--- config.mk ---
export PLATFORM = sky130hd
export DESIGN_NAME = scan_port
export DESIGN_NICKNAME = d
export VERILOG_FILES = /design/src/rtl/scan_pkg.sv /design/src/rtl/scan_cell.sv /design/src/rtl/tap_fsm.sv /design/src/rtl/scan_ir.sv /design/src/rtl/scan_dr.sv /design/src/rtl/scan_port.sv
export SDC_FILE = /design/constraint.sdc
export NUM_CORES = 1
export LEC_CHECK = 0
export BUFFER_PORTS_ARGS = -buffer_cell sky130_fd_sc_hd__buf_2
export CORE_MARGIN = 5
export CORE_UTILIZATION = 30
export DETAILED_ROUTE_END_ITERATION = 8
export HOLD_SLACK_MARGIN = 0.12
export REMOVE_ABC_BUFFERS = 1
export SLEW_MARGIN = 10
export SYNTH_ARGS = -nofsm -noshare
export SYNTH_HDL_FRONTEND = slang
export SYNTH_SLANG_ARGS = --single-unit
--- constraint.sdc ---
create_clock -name tck -period 2.8 [get_ports tck]
set_input_delay 0.56 -clock tck [delete_from_list [all_inputs] [get_ports tck]]
set_output_delay 0.56 -clock tck [all_outputs]
set_load 0.1 [all_outputs]
--- src/rtl/scan_pkg.sv ---
package scan_pkg;

   localparam int IR_W = 3;
   typedef logic [IR_W-1:0] opcode_t;

   localparam opcode_t OP_EXTEST  = 3'b000;
   localparam opcode_t OP_IDCODE  = 3'b001;
   localparam opcode_t OP_SAMPLEZ = 3'b010;
   localparam opcode_t OP_SAMPLE  = 3'b100;
   localparam opcode_t OP_BYPASS  = 3'b111;
   localparam opcode_t IR_CAPTURE = 3'b001;

   typedef enum logic [3:0] {
      ST_EX2_DR   = 4'h0, ST_EX1_DR = 4'h1, ST_SH_DR  = 4'h2, ST_PAUSE_DR = 4'h3,
      ST_SEL_IR   = 4'h4, ST_UPD_DR = 4'h5, ST_CAP_DR = 4'h6, ST_SEL_DR   = 4'h7,
      ST_EX2_IR   = 4'h8, ST_EX1_IR = 4'h9, ST_SH_IR  = 4'hA, ST_PAUSE_IR = 4'hB,
      ST_IDLE     = 4'hC, ST_UPD_IR = 4'hD, ST_CAP_IR = 4'hE, ST_TLR      = 4'hF
   } tap_state_e;

   typedef enum logic [1:0] {SEL_BYPASS, SEL_IDENT, SEL_BOUND} dr_sel_e;

   function automatic dr_sel_e decode_sel(input opcode_t op);
      case (op)
         OP_IDCODE:                         return SEL_IDENT;
         OP_EXTEST, OP_SAMPLEZ, OP_SAMPLE:  return SEL_BOUND;
         default:                           return SEL_BYPASS;
      endcase
   endfunction

   function automatic tap_state_e tap_next(input tap_state_e s, input logic m);
      case (s)
         ST_TLR:      return m ? ST_TLR    : ST_IDLE;
         ST_IDLE:     return m ? ST_SEL_DR : ST_IDLE;
         ST_SEL_DR:   return m ? ST_SEL_IR : ST_CAP_DR;
         ST_CAP_DR:   return m ? ST_EX1_DR : ST_SH_DR;
         ST_SH_DR:    return m ? ST_EX1_DR : ST_SH_DR;
         ST_EX1_DR:   return m ? ST_UPD_DR : ST_PAUSE_DR;
         ST_PAUSE_DR: return m ? ST_EX2_DR : ST_PAUSE_DR;
         ST_EX2_DR:   return m ? ST_UPD_DR : ST_SH_DR;
         ST_UPD_DR:   return m ? ST_SEL_DR : ST_IDLE;
         ST_SEL_IR:   return m ? ST_TLR    : ST_CAP_IR;
         ST_CAP_IR:   return m ? ST_EX1_IR : ST_SH_IR;
         ST_SH_IR:    return m ? ST_EX1_IR : ST_SH_IR;
         ST_EX1_IR:   return m ? ST_UPD_IR : ST_PAUSE_IR;
         ST_PAUSE_IR: return m ? ST_EX2_IR : ST_PAUSE_IR;
         ST_EX2_IR:   return m ? ST_UPD_IR : ST_SH_IR;
         ST_UPD_IR:   return m ? ST_SEL_DR : ST_IDLE;
         default:     return ST_TLR;
      endcase
   endfunction

endpackage

--- src/rtl/scan_cell.sv ---
module scan_cell #(
   parameter logic PRESET = 1'b0
) (
   input  logic tck,
   input  logic por_n,
   input  logic cap,
   input  logic shf,
   input  logic upd,
   input  logic tlr,
   input  logic par_in,
   input  logic ser_in,
   output logic ser_out,
   output logic pre_out
);

   always_ff @(posedge tck or negedge por_n) begin
      if (!por_n) begin
         ser_out <= 1'b0;
         pre_out <= PRESET;
      end else begin
         if (cap)      ser_out <= par_in;
         else if (shf) ser_out <= ser_in;
         if (tlr)      pre_out <= PRESET;
         else if (upd) pre_out <= ser_out;
      end
   end

endmodule

--- src/rtl/tap_fsm.sv ---
module tap_fsm
   import scan_pkg::*;
(
   input  logic       tck,
   input  logic       por_n,
   input  logic       tms,
   output tap_state_e state
);

   always_ff @(posedge tck or negedge por_n) begin
      if (!por_n) state <= ST_TLR;
      else        state <= tap_next(state, tms);
   end

endmodule

--- src/rtl/scan_ir.sv ---
module scan_ir
   import scan_pkg::*;
(
   input  logic       tck,
   input  logic       por_n,
   input  tap_state_e state,
   input  logic       tdi,
   output opcode_t    ir,
   output opcode_t    ir_sh
);

   always_ff @(posedge tck or negedge por_n) begin
      if (!por_n) begin
         ir    <= OP_IDCODE;
         ir_sh <= IR_CAPTURE;
      end else begin
         case (state)
            ST_TLR:    ir    <= OP_IDCODE;
            ST_CAP_IR: ir_sh <= IR_CAPTURE;
            ST_SH_IR:  ir_sh <= {tdi, ir_sh[IR_W-1:1]};
            ST_UPD_IR: ir    <= ir_sh;
            default:   ;
         endcase
      end
   end

endmodule

--- src/rtl/scan_dr.sv ---
module scan_dr
   import scan_pkg::*;
#(
   parameter int          BSR_LEN  = 48,
   parameter int          OE_CELL  = 47,
   parameter int          ID_W     = 32,
   parameter logic [31:0] ID_VALUE = 32'h0C2E_5067
) (
   input  logic               tck,
   input  logic               por_n,
   input  tap_state_e         state,
   input  opcode_t            ir,
   input  logic               tdi,
   input  logic [BSR_LEN-1:0] pin_in,
   output logic               dr_lsb,
   output logic               byp_bit,
   output logic [BSR_LEN-1:0] preload
);

   localparam logic [ID_W-1:0] ID_INIT = ID_W'(ID_VALUE);

   dr_sel_e             sel;
   logic                cap, shf, upd, in_tlr;
   logic [ID_W-1:0]     id_sh;
   logic [BSR_LEN-1:0]  bsr_sh;
   logic [BSR_LEN-1:0]  chain_in;

   assign sel    = decode_sel(ir);
   assign cap    = (state == ST_CAP_DR);
   assign shf    = (state == ST_SH_DR);
   assign upd    = (state == ST_UPD_DR);
   assign in_tlr = (state == ST_TLR);

   always_ff @(posedge tck or negedge por_n) begin
      if (!por_n) begin
         byp_bit <= 1'b0;
         id_sh   <= '0;
      end else begin
         if (sel == SEL_BYPASS) begin
            if (cap)      byp_bit <= 1'b0;
            else if (shf) byp_bit <= tdi;
         end
         if (sel == SEL_IDENT) begin
            if (cap)      id_sh <= ID_INIT;
            else if (shf) id_sh <= {tdi, id_sh[ID_W-1:1]};
         end
      end
   end

   for (genvar i = 0; i < BSR_LEN; i++) begin : g_cell
      if (i == BSR_LEN - 1) begin : g_head
         assign chain_in[i] = tdi;
      end else begin : g_body
         assign chain_in[i] = bsr_sh[i+1];
      end
      scan_cell #(.PRESET(i == OE_CELL)) u_cell (
         .tck    (tck),
         .por_n  (por_n),
         .cap    (cap && sel == SEL_BOUND),
         .shf    (shf && sel == SEL_BOUND),
         .upd    (upd && sel == SEL_BOUND),
         .tlr    (in_tlr),
         .par_in (pin_in[i]),
         .ser_in (chain_in[i]),
         .ser_out(bsr_sh[i]),
         .pre_out(preload[i])
      );
   end

   always_comb begin
      case (sel)
         SEL_IDENT: dr_lsb = id_sh[0];
         SEL_BOUND: dr_lsb = bsr_sh[0];
         default:   dr_lsb = byp_bit;
      endcase
   end

endmodule

--- src/rtl/scan_port.sv ---
module scan_port
   import scan_pkg::*;
#(
   parameter int          BSR_LEN  = 48,
   parameter int          OE_CELL  = 47,
   parameter logic [31:0] ID_VALUE = 32'h0C2E_5067
) (
   input  logic               tck,
   input  logic               por_n,
   input  logic               tms,
   input  logic               tdi,
   output logic               tdo,
   output logic               tdo_oe,
   input  logic [BSR_LEN-1:0] pin_in,
   output logic [BSR_LEN-1:0] pin_out,
   output logic               extest_drive,
   output logic               q_oe
);

   localparam int MIN_LEN = 48;

   if (BSR_LEN < MIN_LEN) begin : g_bad_len
      $error("scan_port: BSR_LEN must be at least 48");
   end
   if (OE_CELL >= BSR_LEN || OE_CELL < 0) begin : g_bad_cell
      $error("scan_port: OE_CELL must lie inside the boundary register");
   end
   if (ID_VALUE[0] != 1'b1) begin : g_bad_id
      $error("scan_port: identity value must have bit 0 set");
   end

   tap_state_e state;
   opcode_t    ir, ir_sh;
   logic       dr_lsb, byp_bit;

   tap_fsm u_fsm (
      .tck  (tck),
      .por_n(por_n),
      .tms  (tms),
      .state(state)
   );

   scan_ir u_ir (
      .tck  (tck),
      .por_n(por_n),
      .state(state),
      .tdi  (tdi),
      .ir   (ir),
      .ir_sh(ir_sh)
   );

   scan_dr #(
      .BSR_LEN (BSR_LEN),
      .OE_CELL (OE_CELL),
      .ID_VALUE(ID_VALUE)
   ) u_dr (
      .tck    (tck),
      .por_n  (por_n),
      .state  (state),
      .ir     (ir),
      .tdi    (tdi),
      .pin_in (pin_in),
      .dr_lsb (dr_lsb),
      .byp_bit(byp_bit),
      .preload(pin_out)
   );

   always_ff @(negedge tck or negedge por_n) begin
      if (!por_n) begin
         tdo    <= 1'b0;
         tdo_oe <= 1'b0;
      end else begin
         case (state)
            ST_SH_IR: begin tdo <= ir_sh[0]; tdo_oe <= 1'b1; end
            ST_SH_DR: begin tdo <= dr_lsb;   tdo_oe <= 1'b1; end
            default:  tdo_oe <= 1'b0;
         endcase
      end
   end

   assign extest_drive = (ir == OP_EXTEST);

   always_comb begin
      case (ir)
         OP_SAMPLEZ: q_oe = 1'b0;
         OP_EXTEST:  q_oe = pin_out[OE_CELL];
         default:    q_oe = 1'b1;
      endcase
   end

endmodule

## Word level (Yosys, flattened, before mapping)

Cells that the tools add are included.

- Bits in latches: 0
- Bits of input ports: 52
- Register bits after elaboration: 141
- Output and inout bits: 52
- Word-level logic and storage cells: 358
- RAM bits: 0
- Memories: 0
- Memory bits (read-only): 0

- Shifts and indexed selects: 0
- Multiplexer cells: 216
- Order comparisons: 0
- Bitwise operators: 0
- Reduce and logical (&&, ||, !) cells: 19
- Multipliers: 0
- Eq/ne operators: 20
- Add/sub/neg operators: 0
- Divide/modulo/power cells: 0

Operators with widths:

| kind | count |
|---|---|
| $mux 1 | 196 |
| $mux 32 | 2 |
| $pmux 4 s12 | 1 |
| $eq 4x4->1 const B | 8 |
| $eq 4x3->1 const B | 4 |
| $mux 2 | 6 |
| $mux 3 | 4 |
| $pmux 3 s2 | 2 |
| $reduce_bool 2->1 | 6 |
| $eq 4x2->1 const B | 2 |
| $pmux 1 s2 | 3 |
| $reduce_or 2->1 | 3 |
| $reduce_or 3->1 | 2 |
| $eq 4x1->1 const B | 1 |
| $logic_not 4->1 | 1 |
| $mux 4 | 1 |
| $pmux 2 s2 | 1 |
| $reduce_and 2->1 | 2 |
| $eq 3x1->1 const B | 1 |
| $eq 3x2->1 const B | 1 |
| $eq 3x3->1 const B | 1 |
| $logic_and 1x1->1 | 3 |
| $logic_not 3->1 | 1 |
| $eq 2x1->1 const B | 1 |
| other kinds (2) | 2 |

## Logic depth before layout (Yosys ltp)

- Word-level depth: 7
- Depth in mapped cells: 9
- Depth with buffers taken out: 7

## Modules after synthesis

Synthesis repeated with hierarchy kept, for this count alone.

- Cell total of the unflattened synthesis: 527
- Area total of the unflattened synthesis: 6256.0 µm²

By module, submodules not included:

| module | area each (µm²) | instances | sequential area each (µm²) | cells an instance |
|---|---|---|---|---|
| scan_cell at u_dr.g_cell[0].u_cell ... | 82.6 | 47 | 50.0 | 7 |
| scan_dr | 1685.4 | 1 | 825.8 | 139 |
| scan_ir | 286.5 | 1 | 152.6 | 22 |
| tap_fsm | 207.7 | 1 | 105.1 | 21 |
| scan_port | 110.1 | 1 | 50.0 | 9 |
| scan_cell at u_dr.g_cell[47].u_cell | 85.1 | 1 | 51.3 | 7 |

==> out/metrics.yaml <==
status:
  outcome: "finished, violations left"
  violations: "negative setup slack"
worst_setup_path:
  slowest_delay_ns: 0.45
  crit_fanout: 2
  path_delay_family: "flip-flops"
  critPathArrivalTime_ns: 2.43
  critPathKind: "flop to output pin"
  crit_chain: "buf_12"
  worst_setup_path_end_kind: "output pin"
  critPathLaunchType: "flop"
  cpMaxStageDelayCell: "dfrtn_1"
  worst-path-buf-inv: 1
  worstPathRequired_ns: 2.24
yosys:
  synth_edf_count: 0
  synth_area_per_cell_sq_um: 10.6
  synth.area.top_cells: "dfrtp_1 53%, mux2i_1 7.8%, a22o_1 6.7%, buf_4 6.4%, nor2_1 4.2%"
  synth_seq_cells: 141
  yosysWarnings: 0
  synthArstFlopShare_pct: 100
  yosysTopAreaCellShare_pct: 53.5
  synth_area_sq_um: 6180
  synth_seq_area_share_pct: 57.2
  yosys.area.top_type: "dfrtp_1"
  ys_types: 31
  yosys_most_used_dff: "dfrtp_1"
  syn_inst: 583
timing:
  rsz0062_at_grt: "true"
  slew_headroom_pct: 28.4
  hold_slack_ns: 0.305
  finalSetupViolations: 3
  slew_viol_final: 0
  worst_slack_ns: -0.194
  hold_viol_final: 0
  fin_skew_ns: 0.0225
  tightest_slew_ns: 1.07
clocking:
  clock_tree.buffer_depth: 2
  cts_root_buf: "clkbuf_16"
  worstSkewPairLatency_ns: 0.41
  clk_pin_slew_ns: 0.06
  cts_buffers: 17
  cts.sinks: 141
  holdBufCountCts: 0
  cts_max_level: 4
  cts_tree: "built"
drt:
  avgViaCountPerCell: 4.52
  drc: 0
  dr.first_iter.drc_count: 193
  wl_per_cell_um: 14.8
  ant_nets: 0
  drt_first_pass_iters: 4
  vias: 4136
  routed_wl_um: 13600
finish:
  nets: 689
  final_cell_mix: "132 x dfrtp_1, 100 x buf_2, 68 x nor2_1"
  antenna_cells: 0
  area_growth_pct: 17.5
  final_layout_size_suffix_gt1_share_pct: 25.4
  final_common_cell: "dfrtp_1"
die:
  num_io_pins: 104
  num_rows: 52
  die_area_sq_um: 23600
  die_w_um: 154
  die_y_um: 154
  floorplan.initialDensity_pct: 30.5
  core-area_sq_um: 20200
global_routing:
  grt_pass1_wl_um: 22500
  grt_max_degree: 140
  grt_antenna_before_repair: 0
  gr-total-overflow: 0
  grt_pass1_vias: 4258
  grtUsageTotal_pct: 11.7
hold_path:
  hp-class: "primary input to asynchronous set/reset pin"
place:
  place.gp.congestion: 0.712
  port_buffers: 103
  dp_hpwl_um: 8550
job:
  cap_violations: 0
==> cells in the mapped netlist (2+ instances only) <==
| cell | number |
|---|---|
| dfstp_2 | 7 |
| buf_4 | 53 |
| a22o_1 | 47 |
| nor3_1 | 2 |
| buf_6 | 2 |
| a21oi_1 | 51 |
| nor2_1 | 69 |
| ha_1 | 3 |
| o21ai_0 | 41 |
| inv_1 | 7 |
| dfrtn_1 | 2 |
| mux2i_1 | 48 |
| buf_2 | 13 |
| nor3b_1 | 2 |
| nand2_1 | 67 |
| clkbuf_1 | 20 |
| a31oi_1 | 4 |
| dfrtp_1 | 132 |
==> final timing paths <==
| check | startpoint | to | slack, ns | cells after the start |
|---|---|---|---|---|
| max | tdo | tdo | -0.19 | 1 |
| max in group asynchronous | por_n | tdo_oe | 1.42 | 1 |
| min reg2reg | u_dr.id_sh[5] | u_dr.id_sh[5] | 0.47 | 2 |
| min | por_n | u_dr.g_cell[15].u_cell.pre_out | 0.31 | 2 |
| max reg2reg | u_ir.ir[0] | tdo | -0.12 | 6 |
| min in group tck | tms | u_fsm.state[1] | 0.41 | 2 |
==> layout make-up <==
class,count,area (sq um)
Multi-Input combinational cell,346,2100
Inverter,7,26.3
Tap cell,270,338
Clock buffer,25,485
Clock inverter,6,61.3
Sequential cell,141,3540
Fill cell,2028,13000
Timing Repair Buffer,121,712
==> what timing repair did <==
| item | CTS | global route |
|---|---|---|
| gates resized for setup | 3 | 2 |
| buffers inserted | 2 | 0 |
| endpoints found under the setup margin | 3 | 3 |
| pin swaps | 3 | 4 |
==> state kept, by name, indices dropped and copies added, names as in the netlist <==
signal                      flops
tdo                             1
u_dr.g_cell.u_cell.ser_out     48
u_dr.byp_bit                    1
tdo_oe                          1
u_dr.g_cell.u_cell.pre_out     48
u_fsm.state                     4
u_dr.id_sh                     32
u_ir.ir                         3
u_ir.ir_sh                      3
==> through the flow <==
stage | area (sq um) | util [%] | setup WS (ns) | setup TNS, ns | std cells
after global routing | 7260 | 35.9 | -0.232 | -0.640 | 916
after CTS | 7260 | 35.9 | -0.213 | -0.545 | 916
after detailed placement | 6670 | 33.0 | -0.187 | -0.187 | 883
after global placement | 6670 | 33.0 | -0.101 | -0.101 | 883
after floorplan | 5620 | - | -0.830 | -38.90 | 494
final | 7260 | 35.9 | -0.194 | -0.475 | 916
==> cell families after synthesis <==
kind of cell	share of synthesized area (%)
compound gates	15.3
simple gates	9.50
flops	57.2
buf+inv	9.56
mux	7.77
fa+ha+maj	0.607
==> routing by layer <==
layer	vias to the layer above	part of all wire [%]	global-route usage, %
li1	2060	-	-
met1	1977	48	16.2
met2	80	45	17.5
met3	19	5.0	3.18
met4	0	1.6	4.67
met5	-	0	0
Power is not shown: default switching activity piles up to over one toggle a cycle in this logic, so the estimate is an artifact.
